`config.mk`:
```
export PLATFORM = sky130hd
export DESIGN_NAME = keepalive_wdt
export DESIGN_NICKNAME = d
export VERILOG_FILES = /design/src/rtl/keepalive_wdt.sv
export SDC_FILE = /design/constraint.sdc
export NUM_CORES = 1
export LEC_CHECK = 0
export BUFFER_PORTS_ARGS = -buffer_cell sky130_fd_sc_hd__buf_2
export CAP_MARGIN = 20
export CORE_UTILIZATION = 40
export CTS_BUF_LIST = sky130_fd_sc_hd__clkbuf_4 sky130_fd_sc_hd__clkbuf_8 sky130_fd_sc_hd__clkbuf_16
export DETAILED_ROUTE_END_ITERATION = 6
export PLACE_DENSITY = 0.6
export SYNTH_ARGS = -nofsm -noshare
export SYNTH_HDL_FRONTEND = slang
export SYNTH_SLANG_ARGS = --single-unit
export TNS_END_PERCENT = 50
```
`constraint.sdc`:
```
create_clock -name clk -period 3.42 [get_ports clk]
set_input_delay 1.026 -clock clk [delete_from_list [all_inputs] [get_ports clk]]
set_output_delay 1.026 -clock clk [all_outputs]
set_load 0.02 [all_outputs]
```
`src/rtl/keepalive_wdt.sv`:
```
module keepalive_wdt #(
  parameter int CNT_W  = 10,
  parameter int DATA_W = 16,
  parameter int ADDR_W = 5
) (
  input  logic              clk,
  input  logic              rst_n,
  input  logic [ADDR_W-1:0] bus_addr,
  input  logic [DATA_W-1:0] bus_wdata,
  input  logic              bus_we,
  output logic [DATA_W-1:0] bus_rdata,
  input  logic              tick,
  input  logic              nr_lock,
  output logic              sys_rst_req
);
  localparam int HI_W = DATA_W - CNT_W;
  localparam logic [ADDR_W-1:0] A_RELOAD = ADDR_W'(5'h00);
  localparam logic [ADDR_W-1:0] A_STS1   = ADDR_W'(5'h04);
  localparam logic [ADDR_W-1:0] A_STS2   = ADDR_W'(5'h06);
  localparam logic [ADDR_W-1:0] A_CTRL   = ADDR_W'(5'h08);
  localparam logic [ADDR_W-1:0] A_INIT   = ADDR_W'(5'h12);
  localparam int HALT_POS = 11;
  localparam int NR_POS   = 1;
  localparam int TO1_POS  = 3;
  localparam int TO2_POS  = 1;
  localparam logic [CNT_W-1:0] MIN_INIT = CNT_W'(4);

  logic [CNT_W-1:0] cnt_q, init_q;
  logic [HI_W-1:0]  init_hi_q;
  logic             halt_q, nr_q, to1_q, to2_q, req_q;

  wire sel_reload = bus_we && (bus_addr == A_RELOAD);
  wire sel_sts1   = bus_we && (bus_addr == A_STS1);
  wire sel_sts2   = bus_we && (bus_addr == A_STS2);
  wire sel_ctrl   = bus_we && (bus_addr == A_CTRL);
  wire sel_init   = bus_we && (bus_addr == A_INIT);
  wire init_ok    = bus_wdata[CNT_W-1:0] >= MIN_INIT;
  wire nr_held    = nr_q | nr_lock;
  wire run        = tick & ~halt_q & ~sel_reload;
  wire expire     = run && (cnt_q == '0);

  assign sys_rst_req = req_q;

  always_ff @(posedge clk or negedge rst_n) begin
    if (!rst_n) begin
      cnt_q     <= MIN_INIT;
      init_q    <= MIN_INIT;
      init_hi_q <= '0;
      halt_q    <= 1'b1;
      nr_q      <= 1'b0;
      to1_q     <= 1'b0;
      to2_q     <= 1'b0;
      req_q     <= 1'b0;
    end else begin
      if (sel_init && init_ok) begin
        init_q    <= bus_wdata[CNT_W-1:0];
        init_hi_q <= bus_wdata[DATA_W-1:CNT_W];
      end
      if (sel_ctrl) begin
        halt_q <= bus_wdata[HALT_POS];
        nr_q   <= bus_wdata[NR_POS];
      end
      if (sel_reload || expire) cnt_q <= init_q;
      else if (run)             cnt_q <= cnt_q - CNT_W'(1);
      if (expire && !to1_q)                    to1_q <= 1'b1;
      else if (sel_sts1 && bus_wdata[TO1_POS]) to1_q <= 1'b0;
      if (expire && to1_q)                     to2_q <= 1'b1;
      else if (sel_sts2 && bus_wdata[TO2_POS]) to2_q <= 1'b0;
      if (expire && to1_q && !nr_held)         req_q <= 1'b1;
    end
  end

  always_comb begin
    bus_rdata = '0;
    case (bus_addr)
      A_RELOAD: bus_rdata[CNT_W-1:0] = cnt_q;
      A_STS1:   bus_rdata[TO1_POS] = to1_q;
      A_STS2:   bus_rdata[TO2_POS] = to2_q;
      A_CTRL: begin
        bus_rdata[HALT_POS] = halt_q;
        bus_rdata[NR_POS]   = nr_held;
      end
      A_INIT:   bus_rdata = {init_hi_q, init_q};
      default:  bus_rdata = '0;
    endcase
  end

  p_init_floor_r2: assert property (@(posedge clk) disable iff (!rst_n)
    init_q >= MIN_INIT);
  p_reload_load_r3: assert property (@(posedge clk) disable iff (!rst_n)
    sel_reload |=> cnt_q == $past(init_q));
  p_halt_freeze_r4: assert property (@(posedge clk) disable iff (!rst_n)
    (halt_q && !sel_reload) |=> $stable(cnt_q));
  p_step_down_r4: assert property (@(posedge clk) disable iff (!rst_n)
    (tick && !halt_q && !sel_reload && cnt_q != '0) |=> cnt_q == $past(cnt_q) - CNT_W'(1));
  p_expiry_reload_r5: assert property (@(posedge clk) disable iff (!rst_n)
    (tick && !halt_q && !sel_reload && cnt_q == '0) |=> cnt_q == $past(init_q));
  p_req_second_stage_r6: assert property (@(posedge clk) disable iff (!rst_n)
    $rose(sys_rst_req) |-> $past(to1_q) && $past(tick));
  p_req_gated_r7: assert property (@(posedge clk) disable iff (!rst_n)
    $rose(sys_rst_req) |-> !$past(nr_q) && !$past(nr_lock));
  p_req_sticky_r10: assert property (@(posedge clk) disable iff (!rst_n)
    sys_rst_req |=> sys_rst_req);
endmodule

```
Word-level counts from Yosys, hierarchy flattened
Cells that the tools add are included.
{ "totals": {"regBits": 31, "latch_bits": 0, "ramBits": 0, "mem_bits_ro": 0, "input_bits": 26, "output_inout_bits": 17, "elab_cells": 53, "memories": 0} }
{ "op_classes": {"add_sub_neg": 1, "multipliers": 0, "div": 0, "order_cmp": 1, "eq_ne": 4, "shift": 0, "mux": 14, "bitwise": 5, "n_reduce_logical": 20} }
{ "ops": {"columns": ["operator", "n"], "rows": [
  ["$mux 10", 2],
  ["$logic_and 1x1->1", 12],
  ["$pmux 6 s2", 1],
  ["$eq 5x3->1 const B", 2],
  ["$ge 10x3->1 const B", 1],
  ["$logic_not 10->1", 1],
  ["$sub 10x1->10 const B", 1],
  ["$pmux 1 s2", 3],
  ["$reduce_bool 2->1", 3],
  ["$eq 5x4->1 const B", 1],
  ["$eq 5x5->1 const B", 1],
  ["$logic_not 5->1", 1],
  ["$mux 1", 5],
  ["$mux 4", 1],
  ["$pmux 1 s4", 1],
  ["$pmux 1 s3", 1],
  ["$and 1x1->1", 2],
  ["$logic_not 1->1", 2],
  ["$not 1->1", 2],
  ["$logic_or 1x1->1", 1],
  ["$or 1x1->1", 1]
]} }

Depth between registers and ports, before layout
{ "logic_depth": {"ltp_word": 7, "depth_mapped": 8, "depth_no_buf": 6} }

Least setup slack after synthesis
No wires, ideal clock.
{ "synth_timing": {"path_kind": "input to output", "from": "input port bus_addr[1]", "to": "output port bus_rdata[3]", "arrival_ps": 2186, "required_ps": 2394, "setup_slack_ps": 208, "cell_stages": 4, "path_buffers": 0, "cell_sequence": "or3_1 -> nor3_1 -> a22oi_1 -> nand2_1"} }
{ "synth_via": {"elab_chain_cells": 2, "elab_cells_between_ends": 4, "cone_classes": "2 x eq/ne; 1 x mux; 1 x reduce/logical"} }
{ "synth_lines": {"columns": ["item", "line", "rtl"], "rows": [
  ["start, declared", "8", "input logic [ADDR_W-1:0] bus_addr,"],
  ["$eq 5x5->1, or another cell as far along", "75", "case (bus_addr)"],
  ["$pmux 1 s3 *", "75", null],
  ["end, declared", "11", "output logic [DATA_W-1:0] bus_rdata,"]
]} }
Every way passes the cells marked *; elsewhere a longest branch is shown, timed or not.

Worst setup path in the final report
{ "layout_timing": {"from": "input port bus_addr[1]", "to": "output port bus_rdata[11]"} }
{ "layout_via": {"elab_chain_cells": 2, "elab_cells_between_ends": 3, "cone_classes": "2 x eq/ne; 1 x mux"} }
{ "layout_lines": {"columns": ["item", "line"], "rows": [
  ["$eq 5x5->1 or $eq 5x4->1 (tied branches)", "75"],
  ["$pmux 1 s2 *", "75"]
]} }
Marked as above.

==> flow_summary.yaml <==
logic_synthesis:
  avgSynthCellArea_sq_um: 10.2
  syn_area_sq_um: 1780
  synth-edff-count: 0
  synthArstFlopShare: 1.00
  ys_ff_latch: 31
  seq_area_frac_synth: 0.438
  yosysUniqueCellTypes: 48
  yosysWarnings: 0
  syn_nets: 202
  synthCells: 175
  ys.flop_type: "dfrtp_1"
sta:
  finalHoldViolCount: 0
  fmax_mhz: 303
  tightest_slew_ps: 703
  setup-tns-final_ps: 0
  period_share: 0.964
  finalSetupViolCount: 0
  slew_headroom: 0.531
  finalMaxSlewViolations: 0
  final.min_clock_period_ps: 3300
  rsz0062_at_grt: "false"
  worst_slack_ps: 122
  skew_ps: 6.88
pwr:
  leakage_nw: 1.00
  powerDensity_nw_per_um2: 515
  p_total_mw: 1.10
  ir_drop_uv: 236
floorplan:
  die_w_um: 68.7
  io_pins: 43
  die_y_um: 68.7
  core_area_sq_um: 4140
  dieArea_sq_um: 4720
  num_rows: 23
  start_util: 0.430
detailed_routing:
  wl_per_cell_um: 16.7
  drc: 0
  wl_mm: 4.53
  drt_iter0_markers: 106
  ant_nets: 0
  firstDrtPassIters: 4
  vias_per_cell: 5.77
  num_vias: 1563
global_route:
  grt_max_degree: 32
  grt_pass1_wl_mm: 7.53
  overflow: 0
  grt_antenna_before_repair: 0
  grt_pass1_vias: 1518
  grt_usage: 0.222
worst_hold_path:
  worstHoldPathCells: 1
  hold_class: "reg -> reg"
setup_path:
  crit_required_ps: 2390
  cp_top_family: "simple AND/OR/NAND/NOR gates"
  slowest_stage: "or3_1"
  crit_path_max_fanout: 5
  crit_type: "in -> out"
  cp.depth: 6
  reg2reg_depth: 6
  crit_path_end_kind: "output pin"
  crit_chain: "buf_2 > or3_1 > nor3b_1 > buf_4 > a22o_1 > buf_2"
  path_common_cell: "buf_2"
  crit_buf_inv: 3
  worstPathArrival_ps: 2270
  cp_slowest_stage_delay_ps: 380
  start_kind: "input pin"
clock_tree:
  cts_setup_buffers: 0
  cts_num_sinks: 31
  cts_hold_buf: 0
  cts_tree: "yes"
  clock-root-buffer: "clkbuf_8"
  cts.clk_slew.worst_paths_ps: 60
  htreeDepth: 2
  post_cts_resized: 0
  clockBufferDepth: 2
  numCtsBuffers: 5
  insertion_delay_ps: 280
finish:
  final_common_cell: "buf_2"
  fill_cells: 397
  final_area_sq_um: 2130
  diodes: 0
  final_nets: 247
  syn_to_final_growth_pct: 19.5
  drive_gt1_frac: 0.385
  mostFrequentLayoutCells: "42 x buf_2, 28 x dfrtp_1, 18 x mux2_2"
  postLayoutCoreUtil: 0.514
flow_run:
  maxCapViolations: 0
place:
  dp_slack_ps: 141
  place_congestion: 0.886
  place_area_sq_um: 2040
  hpwl_mm: 3.32
  port_buffers: 42
run_status:
  status: "completed"
==> synthesized netlist by cell type, types with 2 or more instances <==
library cell,number,area [sq um]
and4b_1,2,20.0
buf_6,3,33.8
nor4_1,4,25.0
nand3_1,7,35.0
clkbuf_1,4,15.0
or3_1,2,12.5
dfrtp_1,28,701
o21ai_0,6,30.0
xnor2_1,2,17.5
o221ai_1,2,17.5
o211ai_1,3,22.5
buf_2,5,25.0
dfstp_2,3,78.8
nor2_1,10,37.5
mux2_2,18,203
and2_1,5,31.3
a22o_1,7,61.3
nand2_1,8,30.0
a2bb2oi_1,3,26.3
or4_1,3,22.5
nor2b_1,2,12.5
inv_1,4,15.0
nand4_1,6,37.5
a21oi_1,5,25.0
a22oi_1,2,15.0
and3_1,2,12.5
nor3_1,6,30.0
o22ai_1,2,12.5
nand3b_1,2,15.0
==> per-stage QoR <==
stage | hold WS (ps) | std cells
2_1_floorplan | 467 | 175
3_3_place_gp | 448 | 263
3_5_place_dp | 463 | 263
4_1_cts | 478 | 271
5_1_grt | 499 | 271
6_report | 473 | 271
==> cells by family after synthesis <==
logic type	Yosys count	share of synthesized area
AND/OR/NAND/NOR	67	0.215
AO/OA/AOI/OAI	40	0.167
flip-flops	31	0.438
multiplexers	18	0.114
buffers and inverters	16	0.0499
XOR/XNOR	2	0.00984
adder cells (fa/ha/maj)	1	0.00703
==> worst reg2reg max path: cells and delay by family, from the launching register on <==
kind | cells | cell delay, ps
buf+inv | 1 | 120
fa+ha+maj | 1 | 180
compound gates | 2 | 260
simple gates | 2 | 1140
flops | 1 | 440
==> metal layers <==
metal  routed length (um)  GRT usage
met5                    0          0
met4                   70     0.0867
met3                  219     0.0395
met2                 2180      0.357
met1                 2060      0.296
==> power by group <==
| group | internal (mW) | total (mW) | switching [mW] |
|---|---|---|---|
| combinational | 0.128 | 0.241 | 0.113 |
| clock | 0.150 | 0.291 | 0.141 |
| sequential | 0.459 | 0.566 | 0.107 |
==> area by class of cell <==
cell class                      count  area [sq um]  share of cell area
Multi-Input combinational cell    128           912               0.429
Sequential cell                    31           779               0.366
Timing Repair Buffer               50           270               0.127
Clock buffer                        6          76.3              0.0359
Tap cell                           50          62.6              0.0294
Inverter                            4          15.0             0.00705
Clock inverter                      2          12.5             0.00588
==> flip-flops by register name, summed over array words and instances, names as in the netlist <==
register     flops
init_q          10
sys_rst_req      1
nr_q             1
to1_q            1
init_hi_q        6
halt_q           1
cnt_q           10
to2_q            1
==> worst paths after layout <==
path	startpoint	slack, ps	endpoint
hold reg to reg	sys_rst_req	470	sys_rst_req
setup reg to reg	cnt_q[1]	1160	cnt_q[9]
setup / recovery	bus_addr[1]	120	bus_rdata[11]
min in group asynchronous	rst_n	790	cnt_q[0]
hold / removal	sys_rst_req	470	sys_rst_req
max in group asynchronous	rst_n	2180	init_q[9]
Note: power is estimated with default switching activity, not from simulation.
